===== src/rtl/cfgld_pkg.sv =====
package cfgld_pkg;
  // Destination code is {frame[1], frame[0]} = {kind, channel}
  typedef enum logic [1:0] {
    DST_REF_CH1 = 2'b00,
    DST_REF_CH2 = 2'b01,
    DST_CNT_CH1 = 2'b10,
    DST_CNT_CH2 = 2'b11
  } dest_e;

  localparam int CTRL_W = 2;
  localparam int NUM_CH = 2;
endpackage


===== src/rtl/cfgld_sync.sv =====
module cfgld_sync #(
  parameter int W      = 3,
  parameter int STAGES = 2
) (
  input  logic         clk,
  input  logic         rst,
  input  logic [W-1:0] din,
  output logic [W-1:0] dout,
  output logic [W-1:0] dout_prev
);
  // STAGES synchroniser flops plus one history flop for edge detection
  logic [STAGES:0][W-1:0] stg;

  always_ff @(posedge clk) begin
    if (rst) stg <= '0;
    else     stg <= {stg[STAGES-1:0], din};
  end

  assign dout      = stg[STAGES-1];
  assign dout_prev = stg[STAGES];
endmodule


===== src/rtl/cfgld_shifter.sv =====
module cfgld_shifter #(
  parameter int FRAME_W = 23
) (
  input  logic               clk,
  input  logic               rst,
  input  logic               shift_en,
  input  logic               bit_in,
  output logic [FRAME_W-1:0] frame
);
  always_ff @(posedge clk) begin
    if (rst)           frame <= '0;
    else if (shift_en) frame <= {frame[FRAME_W-2:0], bit_in};
  end

  // the frame moves only on a detected serial clock rise
  p_hold_no_edge_r2: assert property (@(posedge clk) disable iff (rst)
    !shift_en |=> $stable(frame));
endmodule


===== src/rtl/cfgld_bank.sv =====
module cfgld_bank
  import cfgld_pkg::*;
#(
  parameter int FRAME_W  = 23,
  parameter int REF_W    = 14,
  parameter int TST_W    = 2,
  parameter int SWL_W    = 7,
  parameter int MAIN_W   = 11,
  parameter int REF_MIN  = 5,
  parameter int DEF_REF  = 5,
  parameter int DEF_MAIN = 5
) (
  input  logic                           clk,
  input  logic                           rst,
  input  logic                           load,
  input  logic [FRAME_W-1:0]             frame,
  output logic [NUM_CH-1:0][REF_W-1:0]   ref_div,
  output logic [NUM_CH-1:0][TST_W-1:0]   test_sel,
  output logic [NUM_CH-1:0][MAIN_W-1:0]  main_div,
  output logic [NUM_CH-1:0][SWL_W-1:0]   swallow,
  output logic [NUM_CH-1:0]              presc_sel,
  output logic [NUM_CH-1:0]              pd_pol,
  output logic [NUM_CH-1:0]              out_sel,
  output logic                           ratio_err
);
  localparam int TST_LSB  = CTRL_W;
  localparam int REF_LSB  = TST_LSB + TST_W;
  localparam int OS_BIT   = CTRL_W;
  localparam int PS_BIT   = CTRL_W + 1;
  localparam int POL_BIT  = CTRL_W + 2;
  localparam int SWL_LSB  = CTRL_W + 3;
  localparam int MAIN_LSB = SWL_LSB + SWL_W;
  localparam logic [REF_W-1:0]  REF_MIN_V  = REF_W'(REF_MIN);
  localparam logic [REF_W-1:0]  DEF_REF_V  = REF_W'(DEF_REF);
  localparam logic [MAIN_W-1:0] DEF_MAIN_V = MAIN_W'(DEF_MAIN);

  dest_e             dest;
  logic              ch;
  logic              is_cnt;
  logic [REF_W-1:0]  ratio_f;
  logic              ratio_bad;
  logic              bad_ref;
  logic [NUM_CH-1:0] wr_ref;
  logic [NUM_CH-1:0] wr_cnt;

  assign dest      = dest_e'(frame[CTRL_W-1:0]);
  assign ch        = (dest == DST_REF_CH2) || (dest == DST_CNT_CH2);
  assign is_cnt    = (dest == DST_CNT_CH1) || (dest == DST_CNT_CH2);
  assign ratio_f   = frame[REF_LSB +: REF_W];
  assign ratio_bad = ratio_f < REF_MIN_V;
  assign bad_ref   = load && !is_cnt && ratio_bad;

  generate
    for (genvar c = 0; c < NUM_CH; c++) begin : g_strobe
      assign wr_ref[c] = load && !is_cnt && !ratio_bad && (ch == 1'(c));
      assign wr_cnt[c] = load &&  is_cnt && (ch == 1'(c));
    end
  endgenerate

  always_ff @(posedge clk) begin
    if (rst) begin
      for (int c = 0; c < NUM_CH; c++) begin
        ref_div[c]   <= DEF_REF_V;
        test_sel[c]  <= '0;
        main_div[c]  <= DEF_MAIN_V;
        swallow[c]   <= '0;
        presc_sel[c] <= 1'b0;
        pd_pol[c]    <= 1'b0;
        out_sel[c]   <= 1'b0;
      end
      ratio_err <= 1'b0;
    end else begin
      for (int c = 0; c < NUM_CH; c++) begin
        if (wr_ref[c]) begin
          ref_div[c]  <= ratio_f;
          test_sel[c] <= frame[TST_LSB +: TST_W];
        end
        if (wr_cnt[c]) begin
          main_div[c]  <= frame[MAIN_LSB +: MAIN_W];
          swallow[c]   <= frame[SWL_LSB +: SWL_W];
          presc_sel[c] <= frame[PS_BIT];
          pd_pol[c]    <= frame[POL_BIT];
          out_sel[c]   <= frame[OS_BIT];
        end
      end
      if (bad_ref) ratio_err <= 1'b1;
    end
  end

  // a load writes at most one destination group
  p_one_dest_r3: assert property (@(posedge clk) disable iff (rst)
    $onehot0({wr_ref, wr_cnt}));

  // the error flag never clears outside reset
  p_err_sticky_r7: assert property (@(posedge clk) disable iff (rst)
    ratio_err |=> ratio_err);

  // a rejected ratio leaves the reference groups alone and flags
  p_reject_r7: assert property (@(posedge clk) disable iff (rst)
    bad_ref |=> (ratio_err && $stable(ref_div) && $stable(test_sel)));

  // without a load pulse no latched group moves
  p_idle_hold_r8: assert property (@(posedge clk) disable iff (rst)
    !load |=> ($stable(ref_div) && $stable(main_div) && $stable(swallow)
               && $stable(test_sel) && $stable(presc_sel)
               && $stable(pd_pol) && $stable(out_sel)));
endmodule


===== src/rtl/cfg_serial_loader.sv =====
module cfg_serial_loader #(
  parameter int FRAME_W     = 23,
  parameter int REF_W       = 14,
  parameter int TST_W       = 2,
  parameter int SWL_W       = 7,
  parameter int MAIN_W      = 11,
  parameter int SYNC_STAGES = 2,
  parameter int REF_MIN     = 5,
  parameter int DEF_REF     = 5,
  parameter int DEF_MAIN    = 5
) (
  input  logic              clk,
  input  logic              rst,
  input  logic              ser_data,
  input  logic              ser_clk,
  input  logic              ser_le,
  output logic [REF_W-1:0]  c1_ref_div,
  output logic [TST_W-1:0]  c1_test_sel,
  output logic [REF_W-1:0]  c2_ref_div,
  output logic [TST_W-1:0]  c2_test_sel,
  output logic [MAIN_W-1:0] c1_main_div,
  output logic [SWL_W-1:0]  c1_swallow,
  output logic              c1_presc_sel,
  output logic              c1_pd_pol,
  output logic              c1_out_sel,
  output logic [MAIN_W-1:0] c2_main_div,
  output logic [SWL_W-1:0]  c2_swallow,
  output logic              c2_presc_sel,
  output logic              c2_pd_pol,
  output logic              c2_out_sel,
  output logic              ratio_err
);
  import cfgld_pkg::*;

  localparam int PIN_W = 3;
  localparam int P_DAT = 0;
  localparam int P_CLK = 1;
  localparam int P_LE  = 2;

  logic [PIN_W-1:0] pin_s;
  logic [PIN_W-1:0] pin_p;
  logic             shift_en;
  logic             load;
  logic [FRAME_W-1:0] frame;

  logic [NUM_CH-1:0][REF_W-1:0]  ref_div;
  logic [NUM_CH-1:0][TST_W-1:0]  test_sel;
  logic [NUM_CH-1:0][MAIN_W-1:0] main_div;
  logic [NUM_CH-1:0][SWL_W-1:0]  swallow;
  logic [NUM_CH-1:0]             presc_sel;
  logic [NUM_CH-1:0]             pd_pol;
  logic [NUM_CH-1:0]             out_sel;

  cfgld_sync #(.W(PIN_W), .STAGES(SYNC_STAGES)) u_sync (
    .clk       (clk),
    .rst       (rst),
    .din       ({ser_le, ser_clk, ser_data}),
    .dout      (pin_s),
    .dout_prev (pin_p)
  );

  assign shift_en = pin_s[P_CLK] && !pin_p[P_CLK];
  assign load     = pin_s[P_LE]  && !pin_p[P_LE];

  cfgld_shifter #(.FRAME_W(FRAME_W)) u_shift (
    .clk      (clk),
    .rst      (rst),
    .shift_en (shift_en),
    .bit_in   (pin_s[P_DAT]),
    .frame    (frame)
  );

  cfgld_bank #(
    .FRAME_W (FRAME_W), .REF_W (REF_W), .TST_W (TST_W), .SWL_W (SWL_W),
    .MAIN_W (MAIN_W), .REF_MIN (REF_MIN), .DEF_REF (DEF_REF), .DEF_MAIN (DEF_MAIN)
  ) u_bank (
    .clk       (clk),
    .rst       (rst),
    .load      (load),
    .frame     (frame),
    .ref_div   (ref_div),
    .test_sel  (test_sel),
    .main_div  (main_div),
    .swallow   (swallow),
    .presc_sel (presc_sel),
    .pd_pol    (pd_pol),
    .out_sel   (out_sel),
    .ratio_err (ratio_err)
  );

  assign c1_ref_div   = ref_div[0];
  assign c1_test_sel  = test_sel[0];
  assign c2_ref_div   = ref_div[1];
  assign c2_test_sel  = test_sel[1];
  assign c1_main_div  = main_div[0];
  assign c1_swallow   = swallow[0];
  assign c1_presc_sel = presc_sel[0];
  assign c1_pd_pol    = pd_pol[0];
  assign c1_out_sel   = out_sel[0];
  assign c2_main_div  = main_div[1];
  assign c2_swallow   = swallow[1];
  assign c2_presc_sel = presc_sel[1];
  assign c2_pd_pol    = pd_pol[1];
  assign c2_out_sel   = out_sel[1];
endmodule


===== config.mk =====
export PLATFORM = sky130hd
export DESIGN_NAME = cfg_serial_loader
export DESIGN_NICKNAME = d
export VERILOG_FILES = /design/src/rtl/cfgld_pkg.sv /design/src/rtl/cfgld_sync.sv /design/src/rtl/cfgld_shifter.sv /design/src/rtl/cfgld_bank.sv /design/src/rtl/cfg_serial_loader.sv
export SDC_FILE = /design/constraint.sdc
export NUM_CORES = 1
export LEC_CHECK = 0
export ABC_AREA = 0
export BUFFER_PORTS_ARGS = -buffer_cell sky130_fd_sc_hd__buf_2
export CORE_UTILIZATION = 35
export CTS_CLUSTER_DIAMETER = 30
export DETAILED_ROUTE_END_ITERATION = 6
export GPL_ROUTABILITY_DRIVEN = 0
export PLACE_DENSITY_LB_ADDON = 0.2
export SYNTH_ARGS = -nofsm -noshare
export SYNTH_HDL_FRONTEND = slang
export SYNTH_SLANG_ARGS = --single-unit

===== constraint.sdc =====
create_clock -name clk -period 2 [get_ports clk]
set_clock_uncertainty 0.1 [all_clocks]
set_input_delay 0.2 -clock clk [delete_from_list [all_inputs] [get_ports clk]]
set_output_delay 0.2 -clock clk [all_outputs]
set_load 0.1 [all_outputs]

=== Word-level counts from Yosys, hierarchy flattened ===
Cells that the tools add are included.

* Output and inout bits: 75
* Word-level logic and storage cells: 40
* Register bits: 107

* Magnitude comparators: 1
* Reductions and logical operators: 16
* Eq/ne operators: 3
* Bitwise gates (word level): 1

{| class="wikitable"
|+ Operators with widths
! cell !! number
|-
| 14-bit by 3-bit < comparator with 1-bit output (second input constant) || 1
|-
| 1-bit logical AND || 10
|-
| 2-bit == test (second input constant) || 2
|-
| 1-bit zero test || 4
|-
| 2-bit by 1-bit == test with 1-bit output (second input constant) || 1
|-
| 1-bit logical OR || 2
|-
| 1-bit NOT || 1
|}

=== Depth between registers and ports, before layout ===
Gate-level depths: netlist of the first run.

* Word-level depth: 6
* Gate-level depth with buffers: 6
* Gate-level depth less buffers: 4

=== Cells and area by module ===
A second synthesis of the first run with hierarchy kept.

* Cells, all modules: 421
* Area total of the unflattened synthesis: 3991.3 um2

{| class="wikitable"
|+ By module, submodules not included
! module !! sequential area each (um2) !! cells an instance !! area an instance (um2) !! instances
|-
| cfgld_bank || 1501.4 || 321 || 2846.5 || 1
|-
| cfgld_shifter || 460.4 || 74 || 835.8 || 1
|-
| cfgld_sync || 180.2 || 24 || 281.5 || 1
|-
| cfg_serial_loader || 0.0 || 2 || 27.5 || 1
|}

=== Worst setup path before layout of the first run ===
No wires, ideal clock.

* Path kind: reg2reg
* Start: register u_shift.frame[7]
* End: register u_bank.ref_div[18] (netlist name)
* Required time: 1.779 ns
* Clock period less this slack: 1.534 ns
* Library setup time: 0.121 ns
* Cell stages (with the launch flop): 7
* Data arrival time: 1.313 ns
* Buffers on the path: 2
* Path slack: 0.466 ns
* Cells stage by stage: dfxtp_1 -> nor4_2 -> nand4_1 -> and3_1 -> buf_6 -> buf_12 -> mux2i_1

* Word-level cells in the longest chain between the ends: 4

{| class="wikitable"
|+ RTL lines
! element !! RTL line !! text
|-
| from (decl) || cfgld_shifter.sv:8 || <nowiki>output logic [FRAME_W-1:0] frame</nowiki>
|-
| from (signal assigned) || cfgld_shifter.sv:12 || <nowiki>else if (shift_en) frame <= {frame[FRAME_W-2:0], bit_in};</nowiki>
|-
| 14-bit by 3-bit < comparator with 1-bit output || cfgld_bank.sv:50 || <nowiki>assign ratio_bad = ratio_f < REF_MIN_V;</nowiki>
|-
| 1-bit zero test || cfgld_bank.sv:55 || <nowiki>assign wr_ref[c] = load && !is_cnt && !ratio_bad && (ch == 1'(c));</nowiki>
|-
| 1-bit logical AND (2 in series) || cfgld_bank.sv:55 ||
|-
| to (signal, indexed assignment) || cfgld_bank.sv:75 || <nowiki>ref_div[c] <= ratio_f;</nowiki>
|-
| to (decl) || cfgld_bank.sv:17 || <nowiki>output logic [NUM_CH-1:0][REF_W-1:0] ref_div,</nowiki>
|}

Every way passes these cells.
A chain may end at the register's enable or synchronous reset.

=== Worst setup path in the final report of the first run ===
* Start: register u_shift.frame[10]
* End: register u_bank.ref_div[9] (netlist name)

The elaborated chain is that of the path after synthesis.

==> results of run 1 <==
[registers in the layout (all words and copies together) (netlist names)]
name / count
u_bank.main_div: 22
u_bank.out_sel: 2
u_bank.pd_pol: 2
u_bank.presc_sel: 2
u_bank.ratio_err: 1
u_bank.ref_div: 28
u_bank.swallow: 14
u_bank.test_sel: 4
u_shift.frame: 23
u_sync.dout: 3
u_sync.dout_prev: 2
u_sync.stg: 3
[layer usage]
layer  routed length [um]  track usage (%)  share of wire (%)  vias up
met2                 4040             25.5                 45       88
met1                 4450             22.4                 49     1422
met4                   54             3.52               0.60        0
met3                  501             4.32                5.5        4
li1                     -                -                  -     1558
met5                    0                0                  0        -
[through the flow]
| step | setup slack (ps) | cells | util (%) | area [um2] | power (W) |
|---|---|---|---|---|---|
| after floorplan | 466 | 436 | - | 3860 | 0.00223 |
| after global placement | 389 | 639 | 42.0 | 4420 | 0.00226 |
| after detailed placement | 352 | 639 | 42.0 | 4420 | 0.00226 |
| after CTS | 332 | 658 | 44.3 | 4650 | 0.00363 |
| after global routing | 225 | 658 | 44.3 | 4650 | 0.00373 |
| final | 358 | 658 | 44.3 | 4650 | 0.00359 |
[final timing paths]
check	slack, ps	from	depth (start not counted)	end
worst max-delay path	360	u_shift.frame[10]	5	u_bank.ref_div[9]
worst min-delay path	100	rst	2	u_bank.swallow[13]
worst max register to register	360	u_shift.frame[10]	5	u_bank.ref_div[9]
worst min register to register	350	u_sync.stg[0]	1	u_sync.dout[0]
[cells by family after synthesis]
group,count (synthesis),share of synthesized area (%)
AOI/OAI and AO/OA,63,8.17
buffers and inverters,30,3.63
DFF,106,55.0
muxes,32,8.30
and+or+nand+nor,205,24.9
[layout make-up]
type,instances,area [um2]
inverter,2,7.51
clock buffer,10,138
timing repair buffer,98,548
tap,136,170
clock inverter,6,71.3
sequential,106,2120
multi-input combinational,300,1600
fill,1067,5850
[layout by cell type (no fill, tap or decap), drive strengths merged, types with 3 or more instances in the layout]
cell type and count:
a21oi 62, buf 95, clkbuf 10, dfxtp 106, dlygate4sd3 3, inv 5, mux2i 32, nand2 130
nand2b 43, nand3b 5, nor2 8, nor2b 9
[power by group through the flow]
| stage | Sequential, W | Combinational, W | Clock (W) |
|---|---|---|---|
| after global routing | 0.00212 | 0.000103 | 0.00151 |
| after CTS | 0.00212 | 0.0000965 | 0.00141 |
| after global placement | 0.00217 | 0.0000914 | 0 |
| after detailed placement | 0.00217 | 0.0000922 | 0 |
| final | 0.00212 | 0.0000960 | 0.00137 |
| after floorplan | 0.00218 | 0.0000578 | 0 |
[timing repair]
action                                  CTS  global route
endpoints found under the hold margin     3             0
resized for setup                         0             0
endpoints found under the setup margin    0             0
hold buffers                              3             0
setup buffers                             0             0
==> impl_metrics.env, run 1 <==
export IMPL_status="finished, final reports clean"
export IMPL_crit_family="simple AND/OR/NAND/NOR gates"
export IMPL_grt_pass1_wl_mm=14.6
export IMPL_min_period_ps=1640
export IMPL_std_cell_rows=37
export IMPL_grt_max_degree=32
export IMPL_grt_antenna_before_repair=0
export IMPL_hold_ws_ps=96.4
export IMPL_vias=3072
export IMPL_clockPowerShare_pct=38.3
export IMPL_cp_cell_sequence="nor4_2 -> nand4_1 -> nand3_2 -> buf_4 -> mux2i_1"
export IMPL_rsz0062_at_grt="no"
export IMPL_synth_top_cell_area_share_pct=55.0
export IMPL_final_max_slew_viol_count=0
export IMPL_path_buf_inv=1
export IMPL_critPathRequiredTime_ps=2200
export IMPL_arrival_ps=1840
export IMPL_grtUsageTotal_pct=16.3
export IMPL_drive_above_1_share_pct=22.0
export IMPL_yosysMostFrequentCell="nand2_1"
export IMPL_holdCritPathClass="primary input to register"
export IMPL_syn_inst=436
export IMPL_synth_area_leaders="dfxtp_1, nand2_1, mux2i_1"
export IMPL_grt_pass1_vias=2829
export IMPL_setup_viol=0
export IMPL_die_y_um=107
export IMPL_clk_path_buf_depth=2
export IMPL_ant_nets=0
export IMPL_slowest_delay_ps=440
export IMPL_initial_core_util_pct=36.7
export IMPL_route_detailed_drc=0
export IMPL_start_kind="register"
export IMPL_clock_sinks=106
export IMPL_post_dp_hpwl_mm=6.22
export IMPL_crit_fanout=16
export IMPL_die_w_um=107
export IMPL_async_reset_ff_share_pct=0
export IMPL_power_density_mw_per_mm2=771
export IMPL_power_leakage_nw=1.90
export IMPL_slowest_stage="dfxtp_1"
export IMPL_synth_edff_count=0
export IMPL_synth_seq_area_share_pct=55.0
export IMPL_synth_avg_cell_area_um2=8.85
export IMPL_port_buffers=79
export IMPL_grt_overflow_total=0
export IMPL_clk_latency_ps=360
export IMPL_fin_crit_sh_pct=82.1
export IMPL_drt_wirelength_per_cell_um=13.8
export IMPL_relSlewSlack_pct=67.1
export IMPL_drt_pass1_iterations=4
export IMPL_cts_tree="built"
export IMPL_maxCapViolCount=0
export IMPL_core_mm2=0.0105
export IMPL_yosys_most_used_dff="dfxtp_1"
export IMPL_ios=80
export IMPL_cp_end_kind="register"
export IMPL_htreeDepth=3
export IMPL_worst_pin_slew_ps=497
export IMPL_syn2layout_area_growth_pct=20.6
export IMPL_max_vdd_ir_drop_mv=0.305
export IMPL_dieArea_mm2=0.0115
export IMPL_numCtsBuffers=9
export IMPL_swShare_pct=22.6
export IMPL_clkTransAtPathRegs_ps=110
export IMPL_tns_ps=0
export IMPL_drtIter0Drc=139
export IMPL_power_switching_w=0.000810
export IMPL_synth_top_area_cell="dfxtp_1"
export IMPL_num_antenna_cells=0
export IMPL_layout_nets=522
export IMPL_max_freq_mhz=609
export IMPL_vias_per_cell=4.67
export IMPL_cts_root_buf="clkbuf_8"
export IMPL_synth_seq_cells=106
export IMPL_power_frac_comb_pct=2.7
export IMPL_synth_cell_types=22
export IMPL_seqPwrFrac_pct=59.1
export IMPL_syn_nets=441
export IMPL_hold_viol_final=0
export IMPL_criticalPathCategory="register to register"
export IMPL_synthesis_area_mm2=0.00386
export IMPL_p_int_w=0.00278
export IMPL_wirelength_mm=9.05
export IMPL_yosysWarnings=0
export IMPL_synth_top_cells_by_count="nand2_1, dfxtp_1, a21oi_1"
No activity file was read; power rests on OpenSTA's default activity.
==> run 2: changes to the inputs <==
==> constraint.sdc (replaced) <==
create_clock -name clk -period 1.7 [get_ports clk]
set_clock_uncertainty 0.1 [all_clocks]
set_input_delay 0.17 -clock clk [delete_from_list [all_inputs] [get_ports clk]]
set_output_delay 0.17 -clock clk [all_outputs]
set_load 0.1 [all_outputs]
==> run 2 against run 1 <==
Power up 17%. Sequential share of layout area down 0.92 points. Combinational power up 20%. Non-clock buffer count up 6. Die area unchanged. Clock power up 16%.
==> impl_metrics.env, run 2 (synthesized netlist as in run 1, its figures left out) <==
export IMPL_wirelength_mm=9.15
export IMPL_setup_viol=0
export IMPL_power_w=0.00420
export IMPL_die_w_um=107
export IMPL_dpl_cell_area_mm2=0.00451
export IMPL_min_path_cells=3
export IMPL_drt_wirelength_per_cell_um=13.8
export IMPL_worst_r2r_cell_count=5
export IMPL_maxCapViolCount=0
export IMPL_grt_pass1_vias=2929
export IMPL_max_freq_mhz=653
export IMPL_final_max_slew_viol_count=0
export IMPL_fill_cells=1032
export IMPL_clk_path_buf_depth=2
export IMPL_max_vdd_ir_drop_mv=0.437
export IMPL_clockPowerShare_pct=37.9
export IMPL_ff2ff_setup_slack_ps=170
export IMPL_vias_per_cell=4.68
export IMPL_cp_cell_sequence="o21ai_0 -> nand4_1 -> and3_1 -> buf_12 -> mux2i_1"
export IMPL_postCtsSetupBuffers=0
export IMPL_layout_nets=528
export IMPL_final_cell_mix="nand2_1, dfxtp_1, buf_2"
export IMPL_clkTransAtPathRegs_ps=90
export IMPL_wl_met2_mm=4.03
export IMPL_arrival_ps=1680
export IMPL_min_period_ps=1530
export IMPL_critPathRequiredTime_ps=1850
export IMPL_met3_length_um=426
export IMPL_core_mm2=0.0105
export IMPL_rsz0062_at_grt="no"
export IMPL_path_buf_inv=1
export IMPL_holdPathEnd="u_bank.test_sel[2]"
export IMPL_routed_top_layer="met4"
export IMPL_cp_end_kind="register"
export IMPL_holdCritPathClass="primary input to register"
export IMPL_grt_overflow_total=0
export IMPL_worst_pin_slew_ps=499
export IMPL_htreeDepth=3
export IMPL_dieArea_mm2=0.0115
export IMPL_largest_register="u_bank.ref_div"
export IMPL_drt_pass1_iterations=4
export IMPL_crit_fanout=16
export IMPL_status="finished, final reports clean"
export IMPL_vias=3105
export IMPL_power_switching_w=0.000904
export IMPL_power_density_mw_per_mm2=884
export IMPL_min_delay_start="rst"
export IMPL_cts_tree="built"
export IMPL_relSlewSlack_pct=67.0
export IMPL_drive_above_1_share_pct=22.9
export IMPL_fin_util_pct=45.2
export IMPL_largest_reg_flops=28
export IMPL_crit_family="simple AND/OR/NAND/NOR gates"
export IMPL_clock_sinks=106
export IMPL_syn2layout_area_growth_pct=23.1
export IMPL_ant_nets=0
export IMPL_power_leakage_nw=1.95
export IMPL_ios=80
export IMPL_clk_latency_ps=360
export IMPL_grtUsageTotal_pct=16.7
export IMPL_port_buffers=79
export IMPL_wl_met1_mm=4.57
export IMPL_drtIter0Drc=127
export IMPL_hold_ws_ps=148
export IMPL_fin_area_mm2=0.00475
export IMPL_tns_ps=0
export IMPL_grt_max_degree=43
export IMPL_slowest_delay_ps=390
export IMPL_swShare_pct=21.5
export IMPL_top_regs="u_bank.ref_div (28), u_shift.frame (23), u_bank.main_div (22)"
export IMPL_layout_commonest_cell="nand2_1"
export IMPL_criticalPathCategory="register to register"
export IMPL_grt_antenna_before_repair=0
export IMPL_start_kind="register"
export IMPL_route_detailed_drc=0
export IMPL_post_dp_hpwl_mm=6.13
export IMPL_p_int_w=0.00330
export IMPL_numCtsBuffers=9
export IMPL_hold_viol_final=0
export IMPL_die_y_um=107
export IMPL_r2r_start="u_shift.frame[5]"
export IMPL_grt_pass1_wl_mm=14.8
export IMPL_cts_root_buf="clkbuf_8"
export IMPL_fin_crit_sh_pct=90.1
export IMPL_seqPwrFrac_pct=59.4
export IMPL_num_antenna_cells=0
export IMPL_reg2reg_to="u_bank.ref_div[22]"
export IMPL_std_cell_rows=37
export IMPL_power_frac_comb_pct=2.7
export IMPL_slowest_stage="dfxtp_1"
export IMPL_initial_core_util_pct=36.7
run 2: changes by cell type in the layout (fill, tap and decap cells not counted), sizes merged:
cell | previous run | this run
clkbuf | 10 | 12
buf | 95 | 101
clkinv | 0 | 1
inv | 5 | 2
run 2: worst max-delay path by stage:
stage	start	endpoint	slack [ps]	cells after the start
detailed placement	u_shift.frame[1]	u_bank.ref_div[22]	130	4
global route	u_shift.frame[5]	u_bank.ref_div[5]	40	5
global placement	u_shift.frame[5]	u_bank.ref_div[16]	140	5
finish	u_shift.frame[5]	u_bank.ref_div[22]	170	5
CTS	u_shift.frame[1]	u_bank.ref_div[19]	100	4
floorplan	u_shift.frame[7]	u_bank.ref_div[18]	170	6
run 2: cell type report:
class | instances | area [um2] | area share, %
inverters | 2 | 7.51 | 0.158
repair buffers | 104 | 643 | 13.5
multi-input cells | 300 | 1600 | 33.7
flip-flops and latches | 106 | 2120 | 44.7
clock inverters | 4 | 50.0 | 1.05
well taps | 136 | 170 | 3.58
clock buffers | 12 | 155 | 3.27
run 2: per-layer routing:
metal	vias up	track usage, %
li1	1576	-
met1	1447	22.1
met2	71	26.8
met3	11	3.40
met4	0	5.97
met5	-	0
run 2: worst register-to-register path, stage by stage (launching register included):
cell,delay (ps)
dfxtp_1,390
o21ai_0,220
nand4_1,180
and3_1,240
buf_12,170
mux2i_1,130
run 2: timing repair:
| action | in CTS | in global routing |
|---|---|---|
| gates resized for setup | 0 | 1 |
| hold buffers | 3 | 0 |
| endpoints found under the setup margin | 0 | 9 |
| endpoints found under the hold margin | 3 | 0 |
run 2: stage by stage:
step,worst slack (ps),instances
CTS,104,664
floorplan,166,436
global route,38.2,664
detailed placement,132,645
global placement,138,645
finish,168,664
run 2: power by group through the flow:
stage | combinational (W) | sequential (W) | clock [W]
after floorplan | 0.0000680 | 0.00256 | 0
after global placement | 0.000111 | 0.00255 | 0
after detailed placement | 0.000111 | 0.00255 | 0
after CTS | 0.000117 | 0.00249 | 0.00164
after global routing | 0.000125 | 0.00250 | 0.00174
final | 0.000115 | 0.00249 | 0.00159
==> run 3: changes to the inputs <==
--- a/config.mk
+++ b/config.mk
@@ -11,7 +11,7 @@
 export CTS_CLUSTER_DIAMETER = 30
 export DETAILED_ROUTE_END_ITERATION = 6
 export GPL_ROUTABILITY_DRIVEN = 0
-export PLACE_DENSITY_LB_ADDON = 0.2
+export PLACE_DENSITY = 0.55
 export SYNTH_ARGS = -nofsm -noshare
 export SYNTH_HDL_FRONTEND = slang
 export SYNTH_SLANG_ARGS = --single-unit
==> run 3 against run 2 <==
Sequential power hardly changed. Setup slack better by 33 ps. First-iteration DRC count is 35% higher.
==> impl_metrics.env, run 3 (synthesized netlist as in run 1, its figures left out) <==
export IMPL_status="finished, final reports clean"
export IMPL_drtIter0Drc=172
export IMPL_ios=80
export IMPL_multi_input_area_mm2=0.00160
export IMPL_min_period_ps=1500
export IMPL_critPathRequiredTime_ps=1850
export IMPL_hold_viol_final=0
export IMPL_core_mm2=0.0105
export IMPL_ant_nets=0
export IMPL_initial_core_util_pct=36.7
export IMPL_dieArea_mm2=0.0115
export IMPL_htreeDepth=3
export IMPL_grt_overflow_total=0
export IMPL_relSlewSlack_pct=66.6
export IMPL_die_w_um=107
export IMPL_largest_reg_flops=28
export IMPL_syn2layout_area_growth_pct=23.4
export IMPL_num_antenna_cells=0
export IMPL_rsz0062_at_grt="no"
export IMPL_final_cell_mix="nand2_1, dfxtp_1, buf_2"
export IMPL_arrival_ps=1650
export IMPL_post_dp_hpwl_mm=6.16
export IMPL_maxCapViolCount=0
export IMPL_ff2ff_setup_slack_ps=200
export IMPL_vias=3060
export IMPL_path_buf_inv=1
export IMPL_clkTransAtPathRegs_ps=100
export IMPL_cts_root_buf="clkbuf_8"
export IMPL_max_freq_mhz=667
export IMPL_start_kind="register"
export IMPL_placed_cells_incl_taps=647
export IMPL_route_detailed_drc=0
export IMPL_port_buffers=79
export IMPL_ctsResizeCount=0
export IMPL_cp_cell_sequence="nor4_2 -> nand4_1 -> and3_1 -> buf_12 -> mux2i_1"
export IMPL_grt_antenna_before_repair=0
export IMPL_fin_crit_sh_pct=88.2
export IMPL_postCtsSetupBuffers=0
export IMPL_drt_pass1_iterations=4
export IMPL_tns_ps=0
export IMPL_ff_latch_area_mm2=0.00212
export IMPL_die_y_um=107
export IMPL_std_cell_rows=37
export IMPL_clock_sinks=106
export IMPL_largest_register="u_bank.ref_div"
export IMPL_grt_pass1_vias=2944
export IMPL_max_vdd_ir_drop_mv=0.383
export IMPL_setup_viol=0
export IMPL_clk_latency_ps=360
export IMPL_cp_end_kind="register"
export IMPL_vias_per_cell=4.60
export IMPL_layout_nets=530
export IMPL_drive_above_1_share_pct=22.9
export IMPL_layout_commonest_cell="nand2_1"
export IMPL_fin_util_pct=45.3
export IMPL_crit_family="simple AND/OR/NAND/NOR gates"
export IMPL_cts_tree="built"
export IMPL_criticalPathCategory="register to register"
export IMPL_drt_wirelength_per_cell_um=13.8
export IMPL_grt_pass1_wl_mm=15.0
export IMPL_wirelength_mm=9.20
export IMPL_final_max_slew_viol_count=0
export IMPL_power_leakage_nw=1.96
export IMPL_holdCritPathClass="primary input to register"
export IMPL_top_regs="u_bank.ref_div (28), u_shift.frame (23), u_bank.main_div (22)"
export IMPL_power_density_mw_per_mm2=894
export IMPL_fill_cells=1037
export IMPL_crit_fanout=16
export IMPL_grt_max_degree=45
export IMPL_grtUsageTotal_pct=16.9
export IMPL_slowest_delay_ps=330
export IMPL_slowest_stage="dfxtp_1"
export IMPL_stdcell_count=665
export IMPL_clk_path_buf_depth=2
export IMPL_worst_pin_slew_ps=504
export IMPL_numCtsBuffers=9
run 3: power breakdown:
group / switching (W) / internal (W) / leakage [nW]
clock: 0.000826 / 0.000820 / 0.0984
combinational: 0.0000721 / 0.0000454 / 1.01
sequential: 0.00000350 / 0.00249 / 0.855
total: 0.000902 / 0.00336 / 1.96
run 3: per-layer routing:
metal	share of wire, %	routed length [um]	GRT usage (%)
met5	0	0	0
met1	50	4590	22.6
met4	0.80	74	4.70
met3	6.0	549	4.32
met2	43	3990	26.7
run 3: tightest hold or removal path: cells and delay by family:
kind          cells  cell delay [ps]
simple gates      1              120
mux               1               50
buf+inv           1              190
run 3: timing repair:
action                     4_1_cts  5_1_grt
setup endpoints to repair        0        0
hold buffers                     3        0
hold endpoints to repair         3        0
run 3: final cells by class:
type | instances | area share [%]
sequential | 106 | 44.5
multi-input combinational | 300 | 33.5
timing repair buffer | 106 | 13.8
tap | 136 | 3.57
clock buffer | 10 | 2.68
clock inverter | 5 | 1.68
inverter | 2 | 0.158
run 3: path summary, 6_finish.rpt:
path                          from                 end  cells past startpoint
hold / removal                 rst  u_bank.ref_div[18]                      3
setup reg to reg  u_shift.frame[8]  u_bank.ref_div[16]                      5
hold reg to reg   u_bank.ratio_err    u_bank.ratio_err                      2
setup / recovery  u_shift.frame[8]  u_bank.ref_div[16]                      5
run 3: stage by stage:
stage / hold slack (ps) / worst slack [ps] / power, W / cell area [um2]
6_report: 121 / 201 / 0.00426 / 4760
5_1_grt: 128 / 46.7 / 0.00442 / 4760
4_1_cts: 110 / 181 / 0.00431 / 4760
3_5_place_dp: 285 / 192 / 0.00266 / 4530
3_3_place_gp: 284 / 220 / 0.00266 / 4530
2_1_floorplan: 198 / 166 / 0.00263 / 3860
